### src/rtl/sat_addsub_pkg.sv
package sat_addsub_pkg;
  typedef enum logic [2:0] {
    OP_HADD  = 3'd0,
    OP_HSUB  = 3'd1,
    OP_SADDW = 3'd2,
    OP_SSUBW = 3'd3,
    OP_SADDH = 3'd4,
    OP_SSUBH = 3'd5,
    OP_SSUBI = 3'd6,
    OP_RSVD  = 3'd7
  } addsub_op_e;
endpackage

### src/rtl/sat_half_pick.sv
// Selects one half of a word and sign-extends it back to full width.
module sat_half_pick #(
  parameter int DATA_W = 32
) (
  input  logic [DATA_W-1:0] word_in,
  input  logic              take_hi,
  output logic [DATA_W-1:0] ext_out
);
  localparam int HALF_W = DATA_W / 2;
  logic [HALF_W-1:0] half;

  always_comb begin
    half    = take_hi ? word_in[DATA_W-1:HALF_W] : word_in[HALF_W-1:0];
    ext_out = {{(DATA_W-HALF_W){half[HALF_W-1]}}, half};
  end
endmodule

### src/rtl/sat_addsub_core.sv
// Signed W-bit adder/subtractor with overflow detection and clamped output.
module sat_addsub_core #(
  parameter int W = 32
) (
  input  logic [W-1:0] a,
  input  logic [W-1:0] b,
  input  logic         sub,
  output logic [W-1:0] raw_sum,
  output logic [W-1:0] sat_sum,
  output logic         ovf
);
  localparam logic [W-1:0] POS_RAIL = {1'b0, {(W-1){1'b1}}};
  localparam logic [W-1:0] NEG_RAIL = {1'b1, {(W-1){1'b0}}};

  logic [W-1:0] b_eff;

  always_comb begin
    b_eff   = sub ? ~b : b;
    raw_sum = a + b_eff + {{(W-1){1'b0}}, sub};
    ovf     = (a[W-1] == b_eff[W-1]) && (raw_sum[W-1] != a[W-1]);
    if (ovf) sat_sum = a[W-1] ? NEG_RAIL : POS_RAIL;
    else     sat_sum = raw_sum;
  end
endmodule

### src/rtl/sat_out_reg.sv
// Output stage: loads on strobe, holds otherwise.
module sat_out_reg #(
  parameter int DATA_W = 32
) (
  input  logic              clk,
  input  logic              rst,
  input  logic              load,
  input  logic [DATA_W-1:0] d_result,
  input  logic              d_flag,
  output logic              q_valid,
  output logic [DATA_W-1:0] q_result,
  output logic              q_flag
);
  always_ff @(posedge clk) begin
    if (rst) begin
      q_valid  <= 1'b0;
      q_result <= '0;
      q_flag   <= 1'b0;
    end else begin
      q_valid <= load;
      if (load) begin
        q_result <= d_result;
        q_flag   <= d_flag;
      end
    end
  end
endmodule

### src/rtl/sat_addsub_unit.sv
module sat_addsub_unit
  import sat_addsub_pkg::*;
#(
  parameter int DATA_W = 32
) (
  input  logic                   clk,
  input  logic                   rst,
  input  logic                   in_valid,
  input  logic [2:0]             opcode,
  input  logic                   sel_a_hi,
  input  logic                   sel_b_hi,
  input  logic [DATA_W-1:0]      op_a,
  input  logic [DATA_W-1:0]      op_b,
  input  logic [DATA_W/2-1:0]    imm,
  output logic                   out_valid,
  output logic [DATA_W-1:0]      result,
  output logic                   sat_flag
);
  localparam int HALF_W = DATA_W / 2;
  localparam logic [DATA_W-1:0] WORD_MAX = {1'b0, {(DATA_W-1){1'b1}}};
  localparam logic [DATA_W-1:0] WORD_MIN = {1'b1, {(DATA_W-1){1'b0}}};

  addsub_op_e op;
  assign op = addsub_op_e'(opcode);

  // Halfword lane pickers for the plain halfword modes
  logic [DATA_W-1:0] pick_a, pick_b;
  sat_half_pick #(.DATA_W(DATA_W)) u_pick_a (.word_in(op_a), .take_hi(sel_a_hi), .ext_out(pick_a));
  sat_half_pick #(.DATA_W(DATA_W)) u_pick_b (.word_in(op_b), .take_hi(sel_b_hi), .ext_out(pick_b));

  logic [DATA_W-1:0] imm_ext;
  assign imm_ext = {{(DATA_W-HALF_W){imm[HALF_W-1]}}, imm};

  // Word-width datapath operand selection
  logic [DATA_W-1:0] w_a, w_b;
  logic              w_sub;
  always_comb begin
    w_a   = '0;
    w_b   = '0;
    w_sub = 1'b0;
    unique case (op)
      OP_HADD:  begin w_a = pick_a; w_b = pick_b; end
      OP_HSUB:  begin w_a = pick_a; w_b = pick_b; w_sub = 1'b1; end
      OP_SADDW: begin w_a = op_a;   w_b = op_b; end
      OP_SSUBW: begin w_a = op_a;   w_b = op_b;   w_sub = 1'b1; end
      OP_SSUBI: begin w_a = op_a;   w_b = imm_ext; w_sub = 1'b1; end
      default:  ;
    endcase
  end

  // Two adder widths built from one core through a generate loop
  localparam int NLANE = 2;
  logic [DATA_W-1:0] w_raw, w_sat;
  logic [HALF_W-1:0] h_raw, h_sat;
  logic              w_ovf, h_ovf;
  logic              h_sub;
  assign h_sub = (op == OP_SSUBH);

  for (genvar g = 0; g < NLANE; g++) begin : g_core
    if (g == 0) begin : g_word
      sat_addsub_core #(.W(DATA_W)) u_core (
        .a(w_a), .b(w_b), .sub(w_sub),
        .raw_sum(w_raw), .sat_sum(w_sat), .ovf(w_ovf));
    end else begin : g_half
      sat_addsub_core #(.W(HALF_W)) u_core (
        .a(op_a[HALF_W-1:0]), .b(op_b[HALF_W-1:0]), .sub(h_sub),
        .raw_sum(h_raw), .sat_sum(h_sat), .ovf(h_ovf));
    end
  end

  // Result and flag selection
  logic [DATA_W-1:0] nxt_result;
  logic              nxt_flag;
  always_comb begin
    nxt_result = '0;
    nxt_flag   = 1'b0;
    unique case (op)
      OP_HADD, OP_HSUB: nxt_result = w_raw;
      OP_SADDW, OP_SSUBW, OP_SSUBI: begin
        nxt_result = w_sat;
        nxt_flag   = w_ovf;
      end
      OP_SADDH, OP_SSUBH: begin
        nxt_result = {{(DATA_W-HALF_W){h_sat[HALF_W-1]}}, h_sat};
        nxt_flag   = h_ovf;
      end
      default: ;
    endcase
  end

  sat_out_reg #(.DATA_W(DATA_W)) u_out (
    .clk(clk), .rst(rst), .load(in_valid),
    .d_result(nxt_result), .d_flag(nxt_flag),
    .q_valid(out_valid), .q_result(result), .q_flag(sat_flag));

  // Assertions
  p_latency_r2: assert property (@(posedge clk) disable iff (rst)
    in_valid |=> out_valid);

  p_hold_r2: assert property (@(posedge clk) disable iff (rst)
    !in_valid |=> (!out_valid && $stable(result) && $stable(sat_flag)));

  p_plain_noflag_r4: assert property (@(posedge clk) disable iff (rst)
    (in_valid && (opcode == 3'd0 || opcode == 3'd1)) |=> !sat_flag);

  p_word_rail_r6: assert property (@(posedge clk) disable iff (rst)
    (in_valid && (opcode == 3'd2 || opcode == 3'd3 || opcode == 3'd6))
      |=> (!sat_flag || result == WORD_MAX || result == WORD_MIN));

  p_half_sext_r8: assert property (@(posedge clk) disable iff (rst)
    (in_valid && (opcode == 3'd4 || opcode == 3'd5))
      |=> (result[DATA_W-1:HALF_W] == {(DATA_W-HALF_W){result[HALF_W-1]}}));

  p_reserved_r10: assert property (@(posedge clk) disable iff (rst)
    (in_valid && opcode == 3'd7) |=> (result == '0 && !sat_flag));
endmodule

### config.mk
export PLATFORM = sky130hd
export DESIGN_NAME = sat_addsub_unit
export DESIGN_NICKNAME = d
export VERILOG_FILES = /design/src/rtl/sat_addsub_pkg.sv /design/src/rtl/sat_half_pick.sv /design/src/rtl/sat_addsub_core.sv /design/src/rtl/sat_out_reg.sv /design/src/rtl/sat_addsub_unit.sv
export SDC_FILE = /design/constraint.sdc
export NUM_CORES = 1
export LEC_CHECK = 0
export BUFFER_PORTS_ARGS = -buffer_cell sky130_fd_sc_hd__buf_4
export CAP_MARGIN = 40
export CORE_ASPECT_RATIO = 2
export CORE_MARGIN = 10
export CORE_UTILIZATION = 40
export DETAILED_ROUTE_END_ITERATION = 8
export GPL_ROUTABILITY_DRIVEN = 1
export GPL_TIMING_DRIVEN = 0
export PLACE_DENSITY_LB_ADDON = 0.05
export SLEW_MARGIN = 20
export SYNTH_ARGS = -nofsm -noshare
export SYNTH_HDL_FRONTEND = slang
export SYNTH_HIERARCHICAL = 1
export SYNTH_SLANG_ARGS = --single-unit
### constraint.sdc
create_clock -name clk -period 6.3 [get_ports clk]
set_input_delay 0.315 -clock clk [delete_from_list [all_inputs] [get_ports clk]]
set_output_delay 0.315 -clock clk [all_outputs]
set_load 0.01 [all_outputs]
==> run metrics, run 1 <==
number of global-route vias before repair=8,002; combinational power share=73.7%; min-delay src=rst; Vias=7,791; Tightest Hold Check Type=input port to flip-flop; CTS Buf Count=5; Clock power frac=12.2%; Resized cells post-CTS=0; I/O Pins=122; die height=218 um; GR Overflow Total=0; hold endpoint=u_out/q_flag$_SDFFE_PP0P_; status=finished, final reports clean; number of cell rows=72; Final #Nets=1,299; Ant. Diodes=0; Setup TNS=0 ns; 1st-iter DRT viols=360; placed cells=1,415; CP Data Arrival Time=5.05 ns; CTS clk-pin slew, worst paths=0.05 ns; drt pass-1 iters=6; Setup violations, final=0; syn_nets=1,174; Sequential Power Share=14.1%; crit path capture type=flip-flop; WP data required=6.53 ns; die area=0.0259 sq mm; clock insertion delay at the later pin of the skew report=0.28 ns; minimum clock period=4.83 ns; drt wl/cell=20.4 um; area of the core=0.0193 sq mm; Area growth syn-to-layout=17.3%; CP Launch Type=input port; Setup CP Type=input port to flip-flop; Pwr Density=205 mW/mm^2; Syn Area/Cell=7.53 sq um; Synth Cell Area=0.00783 sq mm; FF-to-FF path depth=2; Longest Clk Path Bufs=2; I/O Buffers=116; Post-CTS Hold Fix Bufs=0; unrepaired setup endpoints after global routing=no; Root Driver=clkbuf_16; Worst Hold Depth=2; Antenna Nets Post-Route=0; crit-path max FO=10; Place WS=1.18 ns; drt drc=0; share of layout cells above drive strength 1=24.1%; Vias/cell=5.48; first-pass GRT wire length=44,700 um; fin worst setup slack=1.47 ns; r2r startpoint=u_out/q_result[16]$_SDFFE_PP0P_; Hold Vio Cnt, Final=0; Die Span X=119 um; total wire length=29,000 um; Routability Congestion=0.902; Slew Limit Headroom=48.0%; fillers=2,074; VDD IR max=0.131 mV; initial antenna violation count=0; Starting Density=40.6%; area of the multi-input gates=0.00617 sq mm; Net Sw Power=893 uW; Syn Inst Count=1,039; Reg2Reg Capture Point=u_out/q_result[16]$_SDFFE_PP0P_; setup bufs post-CTS=0; Internal=986 uW; leakage=0.00438 uW; H-tree lvl count=2; register area=681 sq um; CTS tree=built; largest net degree at the start of global routing=18; yosys warns=6; GRT Resource Usage Total=21.9%; fin cells=1,423; final-report max-slew violation count=0; Sink Count=34; clk_skew=0 ns; Net Sw Frac=47.5%; fmax=207 MHz; Slew @ Worst Pin=0.780 ns; max cap viols=0; Tcrit/Tclk final=76.6%; post-DP HPWL=25,300 um; r2r setup slk=5.68 ns
## worst max-delay path by stage
stage	cells after the start	end	startpoint
CTS	20	u_out/q_flag$_SDFFE_PP0P_	opcode[1]
floorplan	20	u_out/q_result[10]$_SDFFE_PP0P_	opcode[2]
finish	20	u_out/q_result[3]$_SDFFE_PP0P_	opcode[1]
global route	20	u_out/q_result[11]$_SDFFE_PP0P_	opcode[1]
global placement	20	u_out/q_result[13]$_SDFFE_PP0P_	opcode[1]
detailed placement	20	u_out/q_flag$_SDFFE_PP0P_	opcode[1]
## flip-flops by register name, indices dropped and copies added (netlist names)
signal          cells
u_out/q_result     32
u_out/q_valid       1
u_out/q_flag        1
## through the flow
stage                     total power [uW]  cell area (sq um)  hold WS, ns  util, %
after floorplan                       1270               7830        0.531        -
after global placement                1630               9020        0.475     46.8
after detailed placement              1640               9030        0.482     46.9
after CTS                             1880               9170        0.308     47.6
after global routing                  2050               9180        0.327     47.6
final                                 1880               9180        0.301     47.6
## power by group through the flow
| stage | Combinational (uW) | Sequential (uW) | Clock, uW |
|---|---|---|---|
| 3_5_place_dp | 1370 | 271 | 0 |
| 6_report | 1380 | 265 | 229 |
| 4_1_cts | 1380 | 266 | 238 |
| 3_3_place_gp | 1360 | 270 | 0 |
| 2_1_floorplan | 983 | 283 | 0 |
| 5_1_grt | 1530 | 270 | 245 |
## metal layers
metal / vias to the layer above / routed length [um] / global-route usage (%) / part of all wire (%)
met5: - / 0 / 0 / 0
met4: 0 / 2470 / 16.9 / 8.5
met3: 74 / 990 / 1.94 / 3.4
met2: 227 / 15100 / 41.2 / 52
met1: 3548 / 10400 / 21.3 / 36
li1: 3942 / - / - / -
## worst max-delay path, stage by stage
cell	delay [ns]
buf_4	0.12
nor2b_4	0.21
buf_4	0.22
mux2_2	0.16
clkbuf_1	0.39
buf_1	0.57
xor2_1	0.23
ha_1	0.32
buf_2	0.19
nand4_1	0.26
or4_1	0.54
nor3_1	0.21
a211o_2	0.24
nand4b_2	0.24
clkbuf_2	0.27
o21ai_0	0.11
o22ai_1	0.09
a21oi_1	0.18
mux2i_1	0.10
nor2_1	0.08
## final cells by class
class / count / share of cell area, %
Multi-Input combinational cell: 854 / 67.2
Timing Repair Buffer: 118 / 9.73
Buffer: 105 / 8.72
Sequential cell: 34 / 7.42
Tap cell: 259 / 3.53
Inverter: 46 / 1.88
Clock buffer: 5 / 1.36
Clock inverter: 2 / 0.109
## placed cells by master, fill, tap and decap left out, types with 27 or more instances in the layout
master and instances:
nor2_1 81, nand3_1 27, a21oi_1 64, o22ai_1 27, o21ai_0 129, nand2_1 83, ha_1 45, mux2i_1 99
buf_4 156, dfxtp_1 34, inv_1 45, xor2_1 60
Note: power is estimated with default switching activity, not from simulation.
==> run 2, diff against run 1 <==
- clock period: 6.3 -> 4.2 ns (I/O delays scaled with it)
==> run 2 against run 1 <==
- sequential share of layout area barely moved
- die area is the same
- via count fell by 0.87%
- core utilization rose by 0.15 points
- worst hold slack worse by 0.11 ns
- combinational power is 51% higher
- critical endpoint is now u_out/q_flag$_SDFFE_PP0P_
- largest power group unchanged
==> run metrics, run 2 (synthesis gave the netlist of run 1 again) <==
drt pass-1 iters=4; Vias/cell=5.44; Tightest Hold Check Type=input port to flip-flop; CTS tree=built; Sink Count=34; Worst Hold Depth=2; GR Util met1=21.3%; 1st-iter DRT viols=342; I/O Buffers=116; most flop-heavy register=u_out/q_result; clock insertion delay at the later pin of the skew report=0.28 ns; number of global-route vias before repair=7,981; Hold Vio Cnt, Final=0; CP top delay family=compound AO/OA/AOI/OAI gates; minimum clock period=3.96 ns; die area=0.0259 sq mm; Util after Layout=47.8%; Slew Limit Headroom=54.3%; placed cells=1,415; drt drc=0; setup bufs post-CTS=0; max reg flops=32; grt met3 use=2.02%; met2 Resource Use GR=41.6%; Internal=1490 uW; Die Span X=119 um; commonest non-fill, non-tap cell in the layout=buf_4; final-report max-slew violation count=0; status=finished, final reports clean; slowest library cell on the worst path=a211o_2; Clock power frac=12.2%; CTS clk-pin slew, worst paths=0.05 ns; share of layout cells above drive strength 1=24.7%; Hold WS=0.195 ns; combinational power share=73.8%; number of cell rows=72; H-tree lvl count=2; crit-path max FO=10; fin cells=1,419; GRT Resource Usage Total=21.8%; initial antenna violation count=0; Starting Density=40.6%; WP depth=19; register area=681 sq um; CP cell instances=buf_4 > nor2b_4 > buf_4 > mux2_4 > buf_2 > buf_6 > xor2_1 > ha_1 > nand4_1 > o21ai_2 > o31ai_4 > o21ai_2 > a211o_2 > nand4b_4 > buf_2 > nand2_1 > a32o_1 > mux2i_1 > nor2_1; VDD IR max=0.196 mV; WP data required=4.38 ns; first-pass GRT wire length=44,600 um; fillers=2,070; die height=218 um; CP Data Arrival Time=4.14 ns; I/O Pins=122; Tcrit/Tclk final=94.2%; clk_skew=0 ns; global routing's busiest layer=met2; Sequential Power Share=14.0%; area of the core=0.0193 sq mm; commonest non-fill, non-tap cells in the layout=buf_4, o21ai_0, mux2i_1; fmax=253 MHz; unrepaired setup endpoints after global routing=no; Net Sw Frac=47.6%; Longest Clk Path Bufs=2; GR Overflow Total=0; Vias=7,723; Routability Congestion=0.902; max cap viols=0; leakage=0.00441 uW; post-DP HPWL=25,300 um; Area growth syn-to-layout=17.6%; Slew @ Worst Pin=0.686 ns; Antenna Nets Post-Route=0; CP Launch Type=input port; Root Driver=clkbuf_16; total wire length=28,900 um; area of the multi-input gates=0.00621 sq mm; Ant. Diodes=0; Setup CP Type=input port to flip-flop; Setup violations, final=0; Setup TNS=0 ns; Net Sw Power=1350 uW; crit path capture type=flip-flop; FF-to-FF path depth=2; Pwr Density=308 mW/mm^2; drt wl/cell=20.4 um; largest net degree at the start of global routing=18; WP buf/inv=5; Largest regs=u_out/q_result x32, u_out/q_flag x1, u_out/q_valid x1; CTS Buf Count=5; slowest stage delay, CP=0.40 ns; Final #Nets=1,295
[run 2: cell count changes in the layout (fill, tap and decap cells not counted), moves of 2 or more]
| cell | change |
|---|---|
| clkbuf_2 | +2 |
| clkbuf_4 | +3 |
| clkbuf_1 | -5 |
| buf_1 | -3 |
[run 2: worst paths after layout]
kind	startpoint	to	slack, ns
worst max-delay path	opcode[1]	u_out/q_flag$_SDFFE_PP0P_	0.24
worst min register to register	u_out/q_result[12]$_SDFFE_PP0P_	u_out/q_result[12]$_SDFFE_PP0P_	0.49
worst max register to register	u_out/q_result[16]$_SDFFE_PP0P_	u_out/q_result[16]$_SDFFE_PP0P_	3.58
worst min-delay path	rst	u_out/q_flag$_SDFFE_PP0P_	0.20
[run 2: worst reg2reg max path: cells and delay by family (launching register included)]
kind / cells / cell delay (ns)
muxes: 1 / 0.14
DFF: 1 / 0.31
and+or+nand+nor: 1 / 0.05
[run 2: layout make-up]
class | instances | share of cell area (%)
clock inverters | 2 | 0.109
well taps | 259 | 3.52
inverters | 46 | 1.88
flip-flops and latches | 34 | 7.39
plain buffers | 102 | 8.72
multi-input cells | 854 | 67.4
repair buffers | 117 | 9.58
clock buffers | 5 | 1.36
[run 2: power groups by stage]
stage               Clock [uW]  Sequential [uW]  Combinational [uW]
global route               368              406                2310
floorplan                    0              425                1470
detailed placement           0              406                2060
finish                     345              398                2090
global placement             0              405                2040
CTS                        357              399                2070
[run 2: what timing repair did]
action,CTS,global route
hold buffers,0,0
pin swaps,0,1
resized for setup,4,12
endpoints found under the setup margin,33,33
[run 2: routing by layer]
layer | part of all wire [%] | vias to the layer above
li1 | - | 3933
met2 | 53 | 219
met4 | 7.8 | 0
met5 | 0 | -
met1 | 36 | 3502
met3 | 3.4 | 69
[run 2: stage by stage]
stage	total power (uW)	setup WS [ns]	cell area, sq um
detailed placement	2470	-0.817	9030
global placement	2440	-0.846	9020
global route	3080	0.0244	9210
floorplan	1900	0.419	7830
finish	2830	0.242	9210
CTS	2820	0.0292	9170
==> run 3, diff against run 2 <==
- CORE_MARGIN: 10 -> default
- GPL_TIMING_DRIVEN: 0 -> default
==> run 3 against run 2 <==
- first-iteration DRC count rose by 8.2%
- non-clock buffer count is 50 lower
- sequential power about the same
- total power rose by 2.2%
- design area down 3.8%
- cell count fell by 3.5%
- critical path type unchanged
==> run metrics, run 3 (synthesis gave the netlist of run 1 again) <==
CP most frequent cell=buf_4; Final #Nets=1,245; 1st-iter DRT viols=370; combinational power share=72.0%; WP depth=20; crit-path max FO=31; Sink Count=34; die area=0.0202 sq mm; most flop-heavy register=u_out/q_result; CTS tree=built; Slew @ Worst Pin=0.558 ns; Root Driver=clkbuf_16; I/O Pins=122; Slew Limit Headroom=62.4%; unrepaired setup endpoints after global routing=no; Pwr Density=327 mW/mm^2; Starting Density=40.6%; drt wl/cell=19.4 um; CTS Buf Count=5; minimum clock period=3.83 ns; CP Launch Point=op_b[15]; clock insertion delay at the later pin of the skew report=0.28 ns; Internal=1550 uW; Hold Vio Cnt, Final=0; drt drc=0; post-DP HPWL=22,600 um; commonest non-fill, non-tap cells in the layout=buf_4, o21ai_0, mux2i_1; Longest Clk Path Bufs=2; WP buf/inv=4; initial antenna violation count=0; GRT Resource Usage Total=26.4%; Net Sw Frac=46.4%; slowest stage delay, CP=0.44 ns; max reg flops=32; Area growth syn-to-layout=13.1%; Net Sw Power=1340 uW; Reg2Reg Capture Point=u_out/q_result[31]$_SDFFE_PP0P_; Setup TNS=0 ns; CP top delay family=compound AO/OA/AOI/OAI gates; GR Overflow Total=0; Resized cells post-CTS=0; setup bufs post-CTS=0; die height=200 um; CP Launch Type=input port; Hold WS=0.311 ns; r2r startpoint=u_out/q_result[31]$_SDFFE_PP0P_; Routability Congestion=0.936; Clock power frac=14.2%; share of layout cells above drive strength 1=22.1%; FF-to-FF path depth=2; area of the core=0.0193 sq mm; Tightest Hold Check Type=input port to flip-flop; drt pass-1 iters=4; Setup CP Type=input port to flip-flop; max cap viols=0; fillers=2,091; first-pass GRT wire length=41,000 um; CTS clk-pin slew, worst paths=0.05 ns; Ant. Diodes=0; Largest regs=u_out/q_result x32, u_out/q_flag x1, u_out/q_valid x1; crit path capture type=flip-flop; total wire length=26,500 um; Vias/cell=5.48; WP data required=4.36 ns; Vias=7,509; H-tree lvl count=2; commonest non-fill, non-tap cell in the layout=buf_4; VDD IR max=0.192 mV; CP Data Arrival Time=3.99 ns; Sequential Power Share=13.8%; Antenna Nets Post-Route=0; slowest library cell on the worst path=mux2_2; number of cell rows=72; fmax=261 MHz; Post-CTS Hold Fix Bufs=0; status=finished, final reports clean; leakage=0.00420 uW; largest net degree at the start of global routing=43; final-report max-slew violation count=0; Setup violations, final=0; Critical Path End=u_out/q_result[16]$_SDFFE_PP0P_; CP cell instances=buf_4 > mux2_2 > mux2i_1 > o21ai_0 > buf_4 > xor2_1 > ha_1 > a21oi_1 > buf_4 > and4_1 > o211a_1 > nor3_1 > a211o_2 > a21oi_4 > buf_12 > o21ai_0 > o22ai_2 > nor2_1 > mux2i_1 > nor2_1; r2r setup slk=3.56 ns; Die Span X=101 um; I/O Buffers=121; clk_skew=0 ns; number of global-route vias before repair=7,460; Tcrit/Tclk final=91.2%
[run 3: cell types whose count changed in the layout (fill, tap and decap cells not counted), sizes merged]
| cell | before | now |
|---|---|---|
| buf | 201 | 169 |
| clkinv | 2 | 0 |
| bufinv | 0 | 1 |
| clkinvlp | 0 | 1 |
| clkbuf | 23 | 6 |
[run 3: cell type report]
cell class / instances / area, sq um / area share (%)
Timing Repair Buffer: 169 / 1340 / 15.1
Clock buffer: 6 / 129 / 1.46
Multi-Input combinational cell: 854 / 6170 / 69.7
Clock inverter: 2 / 37.5 / 0.424
Inverter: 46 / 173 / 1.95
Tap cell: 259 / 324 / 3.66
Sequential cell: 34 / 681 / 7.69
[run 3: through the flow]
step           setup slack (ns)  total power [uW]  cell area [sq um]  util [%]  std cells
2_1_floorplan             0.419              1900               7830         -       1039
3_3_place_gp              0.145              2480               8670      45.0       1361
3_5_place_dp              0.130              2480               8690      45.1       1362
4_1_cts                   0.412              2910               8850      45.9       1370
5_1_grt                   0.122              3130               8850      45.9       1370
6_report                  0.368              2900               8850      45.9       1370
[run 3: worst min path at each step]
| stage | start | end | slack, ns | cells past startpoint |
|---|---|---|---|---|
| CTS | rst | u_out/q_result[5]$_SDFFE_PP0P_ | 0.31 | 2 |
| detailed placement | u_out/q_result[10]$_SDFFE_PP0P_ | u_out/q_result[10]$_SDFFE_PP0P_ | 0.48 | 2 |
| global route | rst | u_out/q_result[5]$_SDFFE_PP0P_ | 0.33 | 2 |
| finish | rst | u_out/q_result[3]$_SDFFE_PP0P_ | 0.31 | 2 |
| global placement | u_out/q_result[20]$_SDFFE_PP0P_ | u_out/q_result[20]$_SDFFE_PP0P_ | 0.47 | 2 |
| floorplan | rst | u_out/q_valid$_SDFF_PP0_ | 0.43 | 2 |
[run 3: power groups by stage]
stage	Sequential [uW]	Clock, uW	Combinational (uW)
6_report	400	412	2080
5_1_grt	406	436	2290
4_1_cts	401	425	2080
3_5_place_dp	408	0	2070
3_3_place_gp	407	0	2070
2_1_floorplan	425	0	1470
[run 3: layer usage]
| metal | global-route usage, % | routed length [um] |
|---|---|---|
| met3 | 0.383 | 493 |
| met1 | 28.2 | 10400 |
| met2 | 53.3 | 14800 |
| met4 | 10.7 | 914 |
| met5 | 0 | 0 |
